`src/rtl/cpuclk_pkg.sv`:
```
package cpuclk_pkg;

    // Ready synchronizer depth select encoding
    typedef enum logic {
        RDY_ONE = 1'b0,
        RDY_TWO = 1'b1
    } rdy_depth_e;

    // Derived clock outputs carried as one registered bundle
    typedef struct packed {
        logic cpu;
        logic per;
        logic osc;
    } clk_bundle_t;

    // Two qualified ready requests
    typedef struct packed {
        logic a;
        logic a_en_n;
        logic b;
        logic b_en_n;
    } rdy_pair_t;

    function automatic logic rdy_merge(input rdy_pair_t p);
        return (p.a & ~p.a_en_n) | (p.b & ~p.b_en_n);
    endfunction

    function automatic logic tick_pick(input logic use_ext, input logic xt, input logic et);
        return use_ext ? et : xt;
    endfunction

endpackage

```
`src/rtl/cpuclk_rst_sync.sv`:
```
module cpuclk_rst_sync #(
    parameter int unsigned STAGES = 2
) (
    input  logic clk_i,
    input  logic arst_n_i,
    output logic rst_o
);
    logic [STAGES-1:0] sync_q;

    // Asserts at once, releases after STAGES clock edges
    always_ff @(posedge clk_i or negedge arst_n_i) begin
        if (!arst_n_i) begin
            sync_q <= '1;
        end else begin
            sync_q <= {sync_q[STAGES-2:0], 1'b0};
        end
    end

    assign rst_o = sync_q[STAGES-1];
endmodule

```
`src/rtl/cpuclk_divider.sv`:
```
module cpuclk_divider
    import cpuclk_pkg::*;
#(
    parameter int unsigned DIV = 3
) (
    input  logic        clk_i,
    input  logic        rst_i,
    input  logic        tick_i,
    output clk_bundle_t clks_o,
    output logic        cpu_reset_o
);
    localparam int unsigned     PH_W  = (DIV > 2) ? $clog2(DIV) : 1;
    localparam logic [PH_W-1:0] PH_HI = PH_W'(DIV - 1);

    logic [PH_W-1:0] ph_q;
    logic [PH_W-1:0] ph_d;
    clk_bundle_t     clk_q;
    logic            cpu_rst_q;
    logic            rise_d;
    logic            fall_d;

    always_comb begin
        ph_d   = (ph_q == PH_HI) ? '0 : ph_q + PH_W'(1);
        rise_d = tick_i & (ph_d == PH_HI);
        fall_d = tick_i & (ph_d == '0);
    end

    always_ff @(posedge clk_i) begin
        if (rst_i) begin
            ph_q      <= '0;
            clk_q     <= '0;
            cpu_rst_q <= 1'b1;
        end else begin
            clk_q.osc <= tick_i;
            if (tick_i) begin
                ph_q      <= ph_d;
                clk_q.cpu <= (ph_d == PH_HI);
            end
            if (rise_d) begin
                clk_q.per <= ~clk_q.per;
            end
            if (fall_d) begin
                cpu_rst_q <= 1'b0;
            end
        end
    end

    assign clks_o      = clk_q;
    assign cpu_reset_o = cpu_rst_q;
endmodule

```
`src/rtl/cpuclk_ready_sync.sv`:
```
module cpuclk_ready_sync
    import cpuclk_pkg::*;
#(
    parameter int unsigned STAGES = 2
) (
    input  logic       clk_i,
    input  logic       rst_i,
    input  logic       req_i,
    input  rdy_depth_e depth_i,
    output logic       ready_o
);
    logic [STAGES-1:0] st_q;

    for (genvar g = 0; g < STAGES; g++) begin : g_stage
        always_ff @(posedge clk_i) begin
            if (rst_i) begin
                st_q[g] <= 1'b0;
            end else if (g == 0) begin
                st_q[g] <= req_i;
            end else begin
                st_q[g] <= st_q[(g == 0) ? 0 : g - 1];
            end
        end
    end

    assign ready_o = (depth_i == RDY_TWO) ? st_q[STAGES-1] : st_q[0];
endmodule

```
`src/rtl/cpuclk_gen.sv`:
```
module cpuclk_gen
    import cpuclk_pkg::*;
#(
    parameter int unsigned DIV        = 3,
    parameter int unsigned RST_STAGES = 2,
    parameter int unsigned RDY_STAGES = 2
) (
    input  logic clk_i,
    input  logic pwr_rst_n_i,
    input  logic src_ext_i,
    input  logic xtal_tick_i,
    input  logic ext_tick_i,
    input  logic rdy_a_i,
    input  logic rdy_a_en_n_i,
    input  logic rdy_b_i,
    input  logic rdy_b_en_n_i,
    input  logic rdy_depth_i,
    output logic osc_o,
    output logic cpu_clk_o,
    output logic per_clk_o,
    output logic cpu_reset_o,
    output logic ready_o
);
    logic        core_rst;
    logic        ref_tick;
    logic        rdy_req;
    rdy_pair_t   rdy_pair;
    clk_bundle_t clks;
    rdy_depth_e  depth;

    assign ref_tick = tick_pick(src_ext_i, xtal_tick_i, ext_tick_i);
    assign rdy_pair = '{a: rdy_a_i, a_en_n: rdy_a_en_n_i, b: rdy_b_i, b_en_n: rdy_b_en_n_i};
    assign rdy_req  = rdy_merge(rdy_pair);
    assign depth    = rdy_depth_e'(rdy_depth_i);

    cpuclk_rst_sync #(.STAGES(RST_STAGES)) u_rst (
        .clk_i    (clk_i),
        .arst_n_i (pwr_rst_n_i),
        .rst_o    (core_rst)
    );

    cpuclk_divider #(.DIV(DIV)) u_div (
        .clk_i       (clk_i),
        .rst_i       (core_rst),
        .tick_i      (ref_tick),
        .clks_o      (clks),
        .cpu_reset_o (cpu_reset_o)
    );

    cpuclk_ready_sync #(.STAGES(RDY_STAGES)) u_rdy (
        .clk_i   (clk_i),
        .rst_i   (core_rst),
        .req_i   (rdy_req),
        .depth_i (depth),
        .ready_o (ready_o)
    );

    assign osc_o     = clks.osc;
    assign cpu_clk_o = clks.cpu;
    assign per_clk_o = clks.per;
endmodule

```
`config.mk`:
```
export PLATFORM = sky130hd
export DESIGN_NAME = cpuclk_gen
export DESIGN_NICKNAME = d
export VERILOG_FILES = /design/src/rtl/cpuclk_pkg.sv /design/src/rtl/cpuclk_rst_sync.sv /design/src/rtl/cpuclk_divider.sv /design/src/rtl/cpuclk_ready_sync.sv /design/src/rtl/cpuclk_gen.sv
export SDC_FILE = /design/constraint.sdc
export NUM_CORES = 1
export LEC_CHECK = 0
export ABC_AREA = 1
export BUFFER_PORTS_ARGS = -buffer_cell sky130_fd_sc_hd__clkbuf_2
export CAP_MARGIN = 20
export CORE_AREA = 8 8 45 47
export CTS_BUF_LIST = sky130_fd_sc_hd__clkbuf_8
export CTS_CLUSTER_DIAMETER = 80
export DETAILED_ROUTE_END_ITERATION = 8
export DIE_AREA = 0 0 53 55
export PLACE_DENSITY_LB_ADDON = 0.12
export SYNTH_ARGS = -nofsm -noshare
export SYNTH_HDL_FRONTEND = slang
export SYNTH_HIERARCHICAL = 1
export SYNTH_SLANG_ARGS = --single-unit
export TNS_END_PERCENT = 20
```
`constraint.sdc`:
```
create_clock -name clk_i -period 0.9 [get_ports clk_i]
set_input_delay 0 -clock clk_i [delete_from_list [all_inputs] [get_ports clk_i]]
set_output_delay 0 -clock clk_i [all_outputs]
set_load 0.1 [all_outputs]
```
-- After elaboration in Yosys (flattened, before gate mapping)
Cells that the tools add are included.
- add/subtract/negate cells: 1
- equality and inequality tests: 2
- multiplexer cells: 3
- bitwise operators: 8
- reduce and logical (&&, ||, !) cells: 1
- operators with widths (kind ; count):
    bitwise AND 1 bit ; 4
    equality test 2 bit, second input constant ; 2
    inverter 1 bit ; 3
    adder 2 x 1 -> 2 bit, second input constant ; 1
    logical NOT 2 bit ; 1
    two-way mux 1 bit ; 2
    two-way mux 2 bit ; 1
    OR 1 bit ; 1
- bits in registers: 10
- input bits: 10
- output and inout bits: 5

-- Depth between registers and ports, before layout
Gate-level depths: netlist of run 1.
- depth after elaboration: 4
- gate-level depth with buffers: 7
- gate-level depth less buffers: 7

-- Modules after synthesis
The synthesis of run 1 kept the hierarchy.
- modules (own cells, without submodules) (module ; times used ; cells each ; area an instance (sq um) ; seq. area each (sq um)):
    cpuclk_divider ; 1 ; 24 ; 185.2 ; 100.1
    cpuclk_ready_sync ; 1 ; 10 ; 72.6 ; 40.0
    cpuclk_rst_sync ; 1 ; 3 ; 56.3 ; 52.6
    cpuclk_gen ; 1 ; 9 ; 33.8 ; 0.0

-- Least setup slack after synthesis of run 1
No wires, ideal clock.
- path kind: reg2reg
- start: reg u_div.clk_q (netlist bit u_div/clks_o[1])
- end: reg u_div.clk_q (netlist bit u_div/clks_o[1])
- setup time: 0.117 ns
- arrival time: 1.225 ns
- path slack: -0.442 ns
- stages on the path, launching flop included: 4
- period minus slack after synthesis: 1.342 ns
- cells stage by stage: dfxtp_1 nand4_1 nand2_1 nor2_1
- longest elaborated chain between the ends: 1
- RTL lines (item ; RTL line ; text):
    start, declared ; cpuclk_divider.sv:17 ; clk_bundle_t clk_q;
    inverter 1 bit ; cpuclk_divider.sv:40 ; clk_q.per <= ~clk_q.per;
Every way passes these cells.
A chain may end at the register's enable or synchronous reset.

-- Worst setup path after layout of run 1
- start: reg u_rdy.st_q[0]
- end: out ready_o
- longest elaborated chain between the ends: 1
- RTL lines (item ; RTL line ; text):
    start, declared ; cpuclk_ready_sync.sv:12 ; logic [STAGES-1:0] st_q;
    start signal, assigned by index ; cpuclk_ready_sync.sv:19 ; st_q[g] <= req_i;
    start signal, assigned by index ; cpuclk_ready_sync.sv:21 ; st_q[g] <= st_q[(g == 0) ? 0 : g - 1];
    two-way mux 1 bit ; cpuclk_ready_sync.sv:26 ; assign ready_o = (depth_i == RDY_TWO) ? st_q[STAGES-1] : st_q[0];
    end, declared ; cpuclk_gen.sv:22 ; output logic ready_o
Every way passes these cells.

==> results of run 1 <==
## layout make-up
type                            count  area [um2]
Fill cell                         144         807
Sequential cell                     9         199
Timing Repair Buffer               16         163
Multi-Input combinational cell     27         116
Clock buffer                        3        41.3
Inverter                            9        33.8
Tap cell                           16        20.0
Clock inverter                      1        3.75
## what timing repair did
action | CTS | global route
buffers inserted | 0 | 0
hold buffers | 1 | 0
resized for setup | 0 | 2
endpoints found under the hold margin | 2 | 0
endpoints found under the setup margin | 0 | 2
## power by group
part | internal [mW] | leakage [nW] | switching, mW
logic | 0.0886 | 0.192 | 0.144
clock network | 0.296 | 0.0269 | 0.143
registers | 0.430 | 0.0793 | 0.0196
total | 0.815 | 0.299 | 0.306
## final timing paths
| path | to | slack [ns] | cells past startpoint |
|---|---|---|---|
| hold / removal | u_rdy/st_q[0] | 0.06 | 5 |
| hold reg to reg | u_rst/sync_q[1] | 0.36 | 0 |
| setup / recovery | ready_o | 0.05 | 3 |
| setup reg to reg | u_div/ph_q[0] | 0.05 | 3 |
| min in group asynchronous | u_rst/sync_q[1] | 0.27 | 2 |
| max in group asynchronous | u_rst/sync_q[0] | 0.61 | 2 |
## cells in the mapped netlist
library cell              instances  area, um2
sky130_fd_sc_hd__a21oi_1          1       5.00
sky130_fd_sc_hd__buf_4            1       7.51
sky130_fd_sc_hd__conb_1           1       3.75
sky130_fd_sc_hd__dfstp_2          2       52.6
sky130_fd_sc_hd__dfxtp_1          7        140
sky130_fd_sc_hd__inv_1            9       33.8
sky130_fd_sc_hd__nand2_1         12       45.0
sky130_fd_sc_hd__nand2_2          1       6.26
sky130_fd_sc_hd__nand4_1          1       6.26
sky130_fd_sc_hd__nor2_1           8       30.0
sky130_fd_sc_hd__nor2_2           2       12.5
sky130_fd_sc_hd__o21ai_0          1       5.00
## worst min-delay path, stage by stage
cell	delay, ns
sky130_fd_sc_hd__clkbuf_2	0.08
sky130_fd_sc_hd__nand2_1	0.05
sky130_fd_sc_hd__nand2_1	0.04
sky130_fd_sc_hd__inv_1	0.04
sky130_fd_sc_hd__nor2_1	0.03
## routing by layer
| metal | routed length [um] | share of wire [%] | global-route usage (%) |
|---|---|---|---|
| met5 | 0 | 0 | 0 |
| met4 | 12 | 1.8 | 3.88 |
| met3 | 62 | 9.5 | 3.74 |
| met2 | 297 | 45 | 6.25 |
| met1 | 281 | 43 | 5.67 |
## sequential cells by signal, indices dropped and copies added, names as in the netlist
signal	cells
u_div/clks_o	2
u_div/ph_q	2
u_rdy/st_q	2
u_rst/sync_q	2
u_div/cpu_reset_o	1
## cells by family after synthesis
group | synth area share [%]
other | 1.08
buffers and inverters | 11.9
DFF | 55.4
and+or+nand+nor | 28.8
AOI/OAI and AO/OA | 2.87
## layout by cell type, fill, tap and decap left out
master                          synthesis  routed
sky130_fd_sc_hd__a21oi_1                1       1
sky130_fd_sc_hd__buf_12                 0       5
sky130_fd_sc_hd__buf_4                  1       1
sky130_fd_sc_hd__o21ai_0                1       1
sky130_fd_sc_hd__clkbuf_8               0       3
sky130_fd_sc_hd__conb_1                 1       1
sky130_fd_sc_hd__dlygate4sd3_1          0       1
sky130_fd_sc_hd__nand2_1               12      11
sky130_fd_sc_hd__dfxtp_1                7       4
sky130_fd_sc_hd__nor2_2                 2       2
sky130_fd_sc_hd__nor2_1                 8       8
sky130_fd_sc_hd__dfxtp_2                0       2
sky130_fd_sc_hd__nand4_1                1       1
sky130_fd_sc_hd__inv_1                  9      10
sky130_fd_sc_hd__dfxtp_4                0       1
sky130_fd_sc_hd__clkbuf_2               0       9
sky130_fd_sc_hd__dfstp_2                2       2
sky130_fd_sc_hd__nand2_2                1       2
## metrics by stage
step,utilization [%],instances
CTS,41.4,81
floorplan,-,46
global route,41.7,81
detailed placement,37.4,76
global placement,37.4,76
finish,41.7,81
==> flow_metrics.tcl, run 1 <==
set metrics [dict create \
    maxClockFrequency_mhz 1170 \
    min_delay_startpoint "rdy_b_i" \
    initial_util_pct 25.1 \
    total_power_mw 1.12 \
    core_region_area_mm2 0.00138 \
    syn2layout_area_growth_pct 65.8 \
    required_ns 0.90 \
    hold_slack_ns 0.0576 \
    worst_setup_path_start_kind "flip-flop" \
    drtPass1Iterations 3 \
    dr.first_iter.drc_count 4 \
    via_count_of_the_first_global_routing_pass 257 \
    antenna_found_initial 0 \
    sequential_element_share_of_the_synthesized_area_pct 55.4 \
    run_status "finished clean" \
    cts.sink_count 9 \
    dieArea_mm2 0.00292 \
    buffering_stage_count_on_the_worst_path_with_inverters_included 1 \
    place.port_buffers 14 \
    power-per-cell-area_mw_per_mm2 1940 \
    detail_route.drc_violations 0 \
    totalWireLength_um 654 \
    layout.cell_area.non_filler_um2 577 \
    synth-seq-cells 9 \
    post_synth.cell_area_avg_um2 7.56 \
    setup_violations 0 \
    cts_htree_levels 1 \
    crit_fanout 2 \
    clock_tree.root_cell "sky130_fd_sc_hd__clkbuf_8" \
    rr_startpoint "u_rst/sync_q[1]" \
    tritoncts "built" \
    cts_made_buffers 3 \
    clk-insertion-delay-late_ns 0.23 \
    finalClockSkew_ns 0.000573 \
    worst_hold_path_type "input port to flip-flop" \
    drtAntennaViolNets 0 \
    floorplan.die.height_um 55 \
    finalWorstSetupSlack_ns 0.0486 \
    critical_path.slowest_cell "sky130_fd_sc_hd__dfxtp_1" \
    detailroute.via_count 293 \
    cp.arrival_ns 0.85 \
    crit_chain "nand2_1 > nand2_2 > buf_12" \
    gpl.final_weighted_congestion 0.771 \
    global_route.overflow_total 0 \
    power.leakage_nw 0.299 \
    max_slew_violation_total_from_the_final_report 0 \
    io_pins 15 \
    final_critical_path_share_of_the_clock_period_pct 94.6 \
    count_of_inserted_antenna_diode_cells 0 \
    drive_above_1_share_pct 41.5 \
    critPathMaxStageDelay_ns 0.32 \
    syn-instance-count 46 \
    cts_buffer_depth 2 \
    period_needed_ns 0.851 \
    synthDistinctLibCells 12 \
    route.detailed.vias_per_inst 3.62 \
    wire_length_of_the_first_global_routing_pass_um 1010 \
    pin_count_of_the_biggest_net_entering_global_routing 6 \
    nNetsFinal 76 \
    path_clk_slew_ns 0.04 \
    final.setup.tns_ns 0 \
    criticalPathCategory "flip-flop to primary output" \
    groute.usage.overall_pct 5.04 \
    ir_drop_mv 1.22 \
    hold_viol_final 0 \
    place_ws_ns 0.0512 \
    synthesis.nets 56 \
    routed_length_per_placed_instance_um 8.07 \
    timing.max_cap.violations 0 \
    dp_hpwl_um 531 \
    floorplan.rows 14 \
    crit_start "u_rdy/st_q[0]" \
    synthesis.yosys.warnings 6 \
    fp.dieW_um 53 \
    grt_setup_unrepaired "false" \
    netlist_area_um2 348 \
    postPlaceCellArea_um2 518 \
    timing.critical_path.max_delay_family "flip-flops" \
    worstSetupEndpointType "primary output" \
]
(Power assumes the default switching activity.)
==> inputs of run 2 (changes only) <==
--- a/config.mk
+++ b/config.mk
@@ -5,7 +5,6 @@
 export SDC_FILE = /design/constraint.sdc
 export NUM_CORES = 1
 export LEC_CHECK = 0
-export ABC_AREA = 1
 export BUFFER_PORTS_ARGS = -buffer_cell sky130_fd_sc_hd__clkbuf_2
 export CAP_MARGIN = 20
 export CORE_AREA = 8 8 45 47
@@ -13,7 +12,8 @@
 export CTS_CLUSTER_DIAMETER = 80
 export DETAILED_ROUTE_END_ITERATION = 8
 export DIE_AREA = 0 0 53 55
-export PLACE_DENSITY_LB_ADDON = 0.12
+export PLACE_DENSITY = 0.51
+export SKIP_CTS_REPAIR_TIMING = 1
 export SYNTH_ARGS = -nofsm -noshare
 export SYNTH_HDL_FRONTEND = slang
 export SYNTH_HIERARCHICAL = 1
==> run 2 against run 1 <==
Against the previous run:
- the flow now finishes with violations (negative setup slack)
- non-clock buffer count is 2 higher
- maximum frequency is 13% lower
- final area is 1.3% higher
- utilization is 0.54 points higher
- sequential power hardly changed
- hold slack worse by 0.0030 ns
==> flow_metrics.tcl, run 2 <==
set metrics [dict create \
    count_of_inserted_antenna_diode_cells 0 \
    groute.layer.met2.usage_pct 7.23 \
    place.port_buffers 14 \
    mostFrequentLayoutCell "sky130_fd_sc_hd__clkbuf_2" \
    clk-insertion-delay-late_ns 0.22 \
    clock_tree.root_cell "sky130_fd_sc_hd__clkbuf_8" \
    postPlaceCellArea_um2 520 \
    required_ns 0.90 \
    path_clk_slew_ns 0.04 \
    routed_length_per_placed_instance_um 8.76 \
    hold_slack_ns 0.0546 \
    route.detailed.vias_per_inst 3.96 \
    dr.first_iter.drc_count 2 \
    grt-busiest-layer "met2" \
    yosysTopAreaCell "sky130_fd_sc_hd__dfxtp_1" \
    gpl.final_weighted_congestion 0.742 \
    rr_startpoint "u_rst/sync_q[1]" \
    netlist_area_um2 338 \
    dieArea_mm2 0.00292 \
    r2r-end "u_div/clks_o[1]" \
    pin_count_of_the_biggest_net_entering_global_routing 7 \
    power-per-cell-area_mw_per_mm2 1940 \
    cts_htree_levels 1 \
    power.leakage_nw 0.270 \
    grt_setup_unrepaired "true" \
    sequential_element_share_of_the_synthesized_area_pct 57.0 \
    placed_cells 62 \
    maxClockFrequency_mhz 1030 \
    via_count_of_the_first_global_routing_pass 259 \
    hold_viol_final 0 \
    syn-instance-count 30 \
    fp.dieW_um 53 \
    io_pins 15 \
    core_region_area_mm2 0.00138 \
    final_cells 67 \
    dp_hpwl_um 494 \
    nNetsFinal 62 \
    worst-r2r-setup-slack_ns -0.05 \
    reg2regPathDepth 2 \
    final_critical_path_share_of_the_clock_period_pct 108 \
    synth_top_flop_cell "sky130_fd_sc_hd__dfxtp_1" \
    place_ws_ns -0.0845 \
    finalWorstSetupSlack_ns -0.0734 \
    grt.met3_usage_pct 4.01 \
    cts_made_buffers 3 \
    post_synth.cell_area_avg_um2 11.3 \
    yosys-top-cells-count "sky130_fd_sc_hd__dfxtp_1 (7), sky130_fd_sc_hd__nor2b_1 (4)" \
    run_status "finished, violations left" \
    global_route.overflow_total 0 \
    crit_start "u_rdy/st_q[0]" \
    ir_drop_mv 1.17 \
    drtPass1Iterations 4 \
    timing.max_cap.violations 0 \
    syn2layout_area_growth_pct 73.0 \
    detail_route.drc_violations 0 \
    drtAntennaViolNets 0 \
    critical_path.endpoint "ready_o" \
    cts_buffer_depth 2 \
    layout.cell_area.non_filler_um2 584 \
    crit_fanout 2 \
    detailroute.via_count 265 \
    synthDistinctLibCells 16 \
    tritoncts "built" \
    period_needed_ns 0.973 \
    wire_length_of_the_first_global_routing_pass_um 1010 \
    criticalPathCategory "flip-flop to primary output" \
    worst_setup_path_start_kind "flip-flop" \
    mostFrequentLayoutCells "sky130_fd_sc_hd__clkbuf_2 (9), sky130_fd_sc_hd__buf_12 (5), sky130_fd_sc_hd__nor2b_1 (4)" \
    max_slew_violation_total_from_the_final_report 0 \
    synth-seq-cells 9 \
    synth-async-reset-ratio_pct 22.2 \
    finalClockSkew_ns 0.00263 \
    worst_hold_path_type "input port to flip-flop" \
    floorplan.die.height_um 55 \
    totalWireLength_um 587 \
    initial_util_pct 24.4 \
    synthesis.nets 40 \
    cp.arrival_ns 0.97 \
    floorplan.rows 14 \
    worstSetupEndpointType "primary output" \
    synth-edff-count 0 \
    synthesis.yosys.warnings 6 \
    grt_use_met1_pct 5.22 \
    portion_of_synthesized_cell_area_occupied_by_the_leading_cell_type_pct 41.5 \
    antenna_found_initial 0 \
    drive_above_1_share_pct 58.8 \
    groute.usage.overall_pct 4.88 \
    setup_violations 2 \
    leading_cell_type_by_number_of_instances_after_synthesis "sky130_fd_sc_hd__dfxtp_1" \
    fin_util_pct 42.2 \
    cts.sink_count 9 \
    synth_top_cells_by_area "sky130_fd_sc_hd__dfxtp_1 (41%), sky130_fd_sc_hd__dfstp_2 (16%), sky130_fd_sc_hd__mux2_4 (8.9%)" \
    failed_checks "negative setup slack" \
]
## run 2: changes by cell type in the layout (fill, tap and decap cells not counted), moves of 4 or more
cell,previous run,this run
sky130_fd_sc_hd__nand2_1,11,1
sky130_fd_sc_hd__nor2b_1,0,4
sky130_fd_sc_hd__inv_1,10,3
sky130_fd_sc_hd__nor2_1,8,1
## run 2: kinds of logic after synthesis
kind of cell / count (synthesis) / share of synthesized area, %
DFF: 9 / 57.0
AOI/OAI and AO/OA: 4 / 7.04
other: 1 / 1.11
buffers and inverters: 3 / 4.45
and+or+nand+nor: 10 / 18.1
muxes: 3 / 12.2
## run 2: through the flow
stage	setup TNS [ns]	power (mW)
finish	-0.124	1.14
global route	-0.198	1.20
CTS	-0.206	1.14
detailed placement	-0.0983	0.702
global placement	-0.0652	0.700
floorplan	-0.222	0.603
## run 2: area by class of cell
type | instances | area (um2)
sequential | 9 | 200
inverter | 2 | 7.51
timing repair buffer | 18 | 178
tap | 16 | 20.0
clock inverter | 1 | 3.75
clock buffer | 3 | 41.3
fill | 140 | 800
multi-input combinational | 18 | 134
## run 2: report_power, final
group	leakage, nW	internal, mW	switching [mW]
Combinational	0.163	0.111	0.139
Sequential	0.0796	0.431	0.0187
Clock	0.0269	0.295	0.141
Total	0.270	0.838	0.299
## run 2: critical path, stage by stage, from the launching register on
cell and delay, ns:
sky130_fd_sc_hd__dfxtp_2 0.31, sky130_fd_sc_hd__mux2_4 0.27, sky130_fd_sc_hd__buf_12 0.17
## run 2: metal layers
| metal | wire length [um] | up-vias |
|---|---|---|
| met5 | 0 | - |
| li1 | - | 136 |
| met2 | 296 | 8 |
| met1 | 228 | 121 |
| met3 | 62 | 0 |
| met4 | 0 | 0 |
## run 2: how the worst min path moves through the flow
stage | from | endpoint | slack (ns) | depth (start not counted)
2_1_floorplan | pwr_rst_n_i | u_rst/sync_q[0] | -0.15 | 0
3_3_place_gp | pwr_rst_n_i | u_rst/sync_q[1] | -0.05 | 1
3_5_place_dp | pwr_rst_n_i | u_rst/sync_q[1] | -0.05 | 1
4_1_cts | pwr_rst_n_i | u_rst/sync_q[1] | -0.28 | 1
5_1_grt | rdy_a_en_n_i | u_rdy/st_q[0] | 0.08 | 3
6_report | rdy_a_en_n_i | u_rdy/st_q[0] | 0.05 | 3
==> inputs of run 3 (changes only) <==
--- a/config.mk
+++ b/config.mk
@@ -12,10 +12,9 @@
 export CTS_CLUSTER_DIAMETER = 80
 export DETAILED_ROUTE_END_ITERATION = 8
 export DIE_AREA = 0 0 53 55
-export PLACE_DENSITY = 0.51
+export PLACE_DENSITY = 0.5
 export SKIP_CTS_REPAIR_TIMING = 1
 export SYNTH_ARGS = -nofsm -noshare
 export SYNTH_HDL_FRONTEND = slang
-export SYNTH_HIERARCHICAL = 1
 export SYNTH_SLANG_ARGS = --single-unit
 export TNS_END_PERCENT = 20
==> constraint.sdc (replaced) <==
create_clock -name clk_i -period 1 [get_ports clk_i]
set_input_delay 0 -clock clk_i [delete_from_list [all_inputs] [get_ports clk_i]]
set_output_delay 0 -clock clk_i [all_outputs]
set_load 0.01 [all_outputs]
==> run 3 against run 2 <==
Against the previous run:
- the flow still finishes with violations (negative setup slack)
- sequential power is 11% lower
- first-iteration DRC count decreased by 50%
- final area shrank 17%
- utilization shrank 7.3 points
- count of clock-buffer cells in the layout stayed put
- setup slack better by 0.050 ns
- wire length up 10%
- critical path depth grew 1
- non-clock buffer count fell by 1
- die area is the same
- synthesized cell count down 3.3%
- critical endpoint is now u_div.clks_o[1]
- largest power group is now the clock network
==> flow_metrics.tcl, run 3 <==
set metrics [dict create \
    worst_hold_path_type "input port to flip-flop" \
    rr_startpoint "u_div.ph_q[0]" \
    min_delay_startpoint "rdy_b_i" \
    ir_drop_mv 0.918 \
    finalClockSkew_ns 0.00273 \
    synth-edff-count 0 \
    required_ns 1.17 \
    groute.layer.met2.usage_pct 7.62 \
    power.leakage_nw 0.224 \
    io_pins 15 \
    route.detailed.vias_per_inst 4.00 \
    power_frac_seq_pct 44.5 \
    yosys-top-cells-count "sky130_fd_sc_hd__dfxtp_1 (7), sky130_fd_sc_hd__a21oi_1 (3), sky130_fd_sc_hd__nand2b_1 (3)" \
    path_clk_slew_ns 0.04 \
    hold_viol_final 0 \
    multi_input_comb_area_um2 124 \
    finalWorstSetupSlack_ns -0.0236 \
    crit_fanout 3 \
    detailroute.via_count 264 \
    failed_checks "negative setup slack" \
    cts_made_buffers 3 \
    core_region_area_mm2 0.00138 \
    fin_util_pct 34.9 \
    run_status "finished, violations left" \
    wire_length_of_the_first_global_routing_pass_um 1060 \
    synth-async-reset-ratio_pct 22.2 \
    cts_buffer_depth 2 \
    groute.usage.overall_pct 5.77 \
    mostFrequentLayoutCell "sky130_fd_sc_hd__clkbuf_2" \
    grt_setup_unrepaired "true" \
    synthAdderAreaFrac_pct 0 \
    max_slew_violation_total_from_the_final_report 0 \
    place.port_buffers 14 \
    synthesis.nets 39 \
    post_synth.cell_area_avg_um2 11.0 \
    criticalPathCategory "flip-flop to flip-flop" \
    grt_use_met1_pct 4.16 \
    netlist_area_um2 320 \
    dr.first_iter.drc_count 1 \
    routed_length_per_placed_instance_um 9.79 \
    drtPass1Iterations 4 \
    mostFrequentLayoutCells "sky130_fd_sc_hd__clkbuf_2 (14), sky130_fd_sc_hd__dfxtp_1 (5), sky130_fd_sc_hd__a21oi_1 (3), sky130_fd_sc_hd__nand2b_1 (3), sky130_fd_sc_hd__clkbuf_8 (3)" \
    floorplan.die.height_um 55 \
    dieArea_mm2 0.00292 \
    gpl.final_weighted_congestion 0.653 \
    dp_hpwl_um 509 \
    grt-busiest-layer "met2" \
    syn-instance-count 29 \
    tritoncts "built" \
    clock_tree.root_cell "sky130_fd_sc_hd__clkbuf_8" \
    clk-insertion-delay-late_ns 0.23 \
    synth.area.mux_share_pct 11.3 \
    synthDistinctLibCells 15 \
    synth-compound-area-share_pct 8.59 \
    min_delay_path_depth 3 \
    via_count_of_the_first_global_routing_pass 261 \
    power-per-cell-area_mw_per_mm2 1860 \
    sequential_element_share_of_the_synthesized_area_pct 60.2 \
    grt.met3_usage_pct 6.42 \
    area.sequential_um2 195 \
    detail_route.drc_violations 0 \
    nNetsFinal 61 \
    reg2regPathDepth 3 \
    leading_cell_type_by_number_of_instances_after_synthesis "sky130_fd_sc_hd__dfxtp_1" \
    min_delay_worst_endpoint "u_rdy.st_q[0]" \
    share_of_the_synthesized_netlist_area_taken_by_xor_and_xnor_gates_pct 0 \
    cp.arrival_ns 1.19 \
    intPower_mw 0.711 \
    worst-r2r-setup-slack_ns -0.02 \
    p_switching_mw 0.187 \
    yosysTopAreaCell "sky130_fd_sc_hd__dfxtp_1" \
    antenna_found_initial 0 \
    timing.max_cap.violations 0 \
    totalWireLength_um 646 \
    final_critical_path_share_of_the_clock_period_pct 102 \
    final.setup.tns_ns -0.0236 \
    synthesis.yosys.warnings 0 \
    drtAntennaViolNets 0 \
    synth_top_flop_cell "sky130_fd_sc_hd__dfxtp_1" \
    synth_top_cells_by_area "sky130_fd_sc_hd__dfxtp_1 (44%), sky130_fd_sc_hd__dfstp_2 (16%), sky130_fd_sc_hd__mux2_2 (7.0%)" \
    portion_of_synthesized_cell_area_occupied_by_the_leading_cell_type_pct 43.7 \
    initial_util_pct 23.1 \
    worst_setup_path_start_kind "flip-flop" \
    global_route.overflow_total 0 \
    main_combinational_cell_family_by_area_after_synthesis "simple AND/OR/NAND/NOR gates" \
    fp.dieW_um 53 \
    floorplan.rows 14 \
    drive_above_1_share_pct 52.0 \
    worstSetupEndpointType "flip-flop" \
    synth-seq-cells 9 \
    post_synth_and_or_nand_nor_area_fraction_pct 17.6 \
    cts.sink_count 9 \
    setup_violations 1 \
    filler_cells 157 \
    switching_portion_of_total_power_pct 20.8 \
    maxClockFrequency_mhz 977 \
    pwr-share-clk_pct 45.0 \
    syn2layout_area_growth_pct 50.8 \
    r2r-end "u_div.clks_o[1]" \
    relative_contribution_of_combinational_cells_to_total_power_pct 10.5 \
    period_needed_ns 1.02 \
    pin_count_of_the_biggest_net_entering_global_routing 8 \
    cts_htree_levels 1 \
    count_of_inserted_antenna_diode_cells 0 \
]
==> run 3: area by class of cell <==
cell class / instances / area share [%]
Multi-Input combinational cell: 19 / 25.6
Tap cell: 16 / 4.15
Inverter: 1 / 0.777
Clock buffer: 3 / 8.55
Sequential cell: 9 / 40.4
Clock inverter: 1 / 0.777
Timing Repair Buffer: 17 / 19.7
==> run 3: power groups by stage <==
stage | Combinational, mW | Clock (mW) | Sequential (mW)
2_1_floorplan | 0.0407 | 0 | 0.409
3_3_place_gp | 0.0922 | 0 | 0.405
3_5_place_dp | 0.0928 | 0 | 0.405
4_1_cts | 0.0934 | 0.421 | 0.399
5_1_grt | 0.106 | 0.440 | 0.403
6_report | 0.0939 | 0.404 | 0.400
==> run 3: logic make-up (layout without fill, tap and decap cells) <==
family | count (synthesis) | count (layout)
flops | 9 | 9
buf+inv | 1 | 22
mux | 3 | 3
simple gates | 10 | 10
compound gates | 5 | 5
other cells | 1 | 1
==> run 3: how the worst max path moves through the flow <==
stage	startpoint	to	slack [ns]	depth (start not counted)
6_report	u_div.ph_q[0]	u_div.clks_o[1]	-0.02	3
5_1_grt	u_div.ph_q[0]	u_div.clks_o[1]	-0.06	3
4_1_cts	u_div.ph_q[0]	u_div.clks_o[1]	-0.03	3
3_5_place_dp	u_div.ph_q[0]	u_div.clks_o[1]	-0.02	3
3_3_place_gp	u_div.ph_q[0]	u_div.clks_o[1]	-0.02	3
2_1_floorplan	u_div.ph_q[1]	u_div.clks_o[1]	-0.03	3
==> run 3: routing by layer <==
layer	vias to the layer above	part of all wire (%)	wire length, um
met5	-	0	0
met4	0	5.6	36
met3	4	13	85
met2	8	49	318
met1	116	32	206
li1	136	-	-
==> run 3: worst max-delay path, stage by stage, from the launching register on <==
cell,delay (ns)
sky130_fd_sc_hd__dfxtp_2,0.31
sky130_fd_sc_hd__or2b_1,0.23
sky130_fd_sc_hd__or3_1,0.30
sky130_fd_sc_hd__a21oi_1,0.12
==> run 3: through the flow <==
stage	hold WS, ns	std cells	power [mW]	setup WS (ns)	cell area (um2)
after global placement	-0.0445	61	0.497	-0.0152	427
final	0.00436	66	0.898	-0.0236	483
after detailed placement	-0.0448	61	0.498	-0.0248	427
after global routing	0.0225	66	0.948	-0.0551	483
after floorplan	-0.148	29	0.450	-0.0277	322
after CTS	-0.294	65	0.913	-0.0339	472
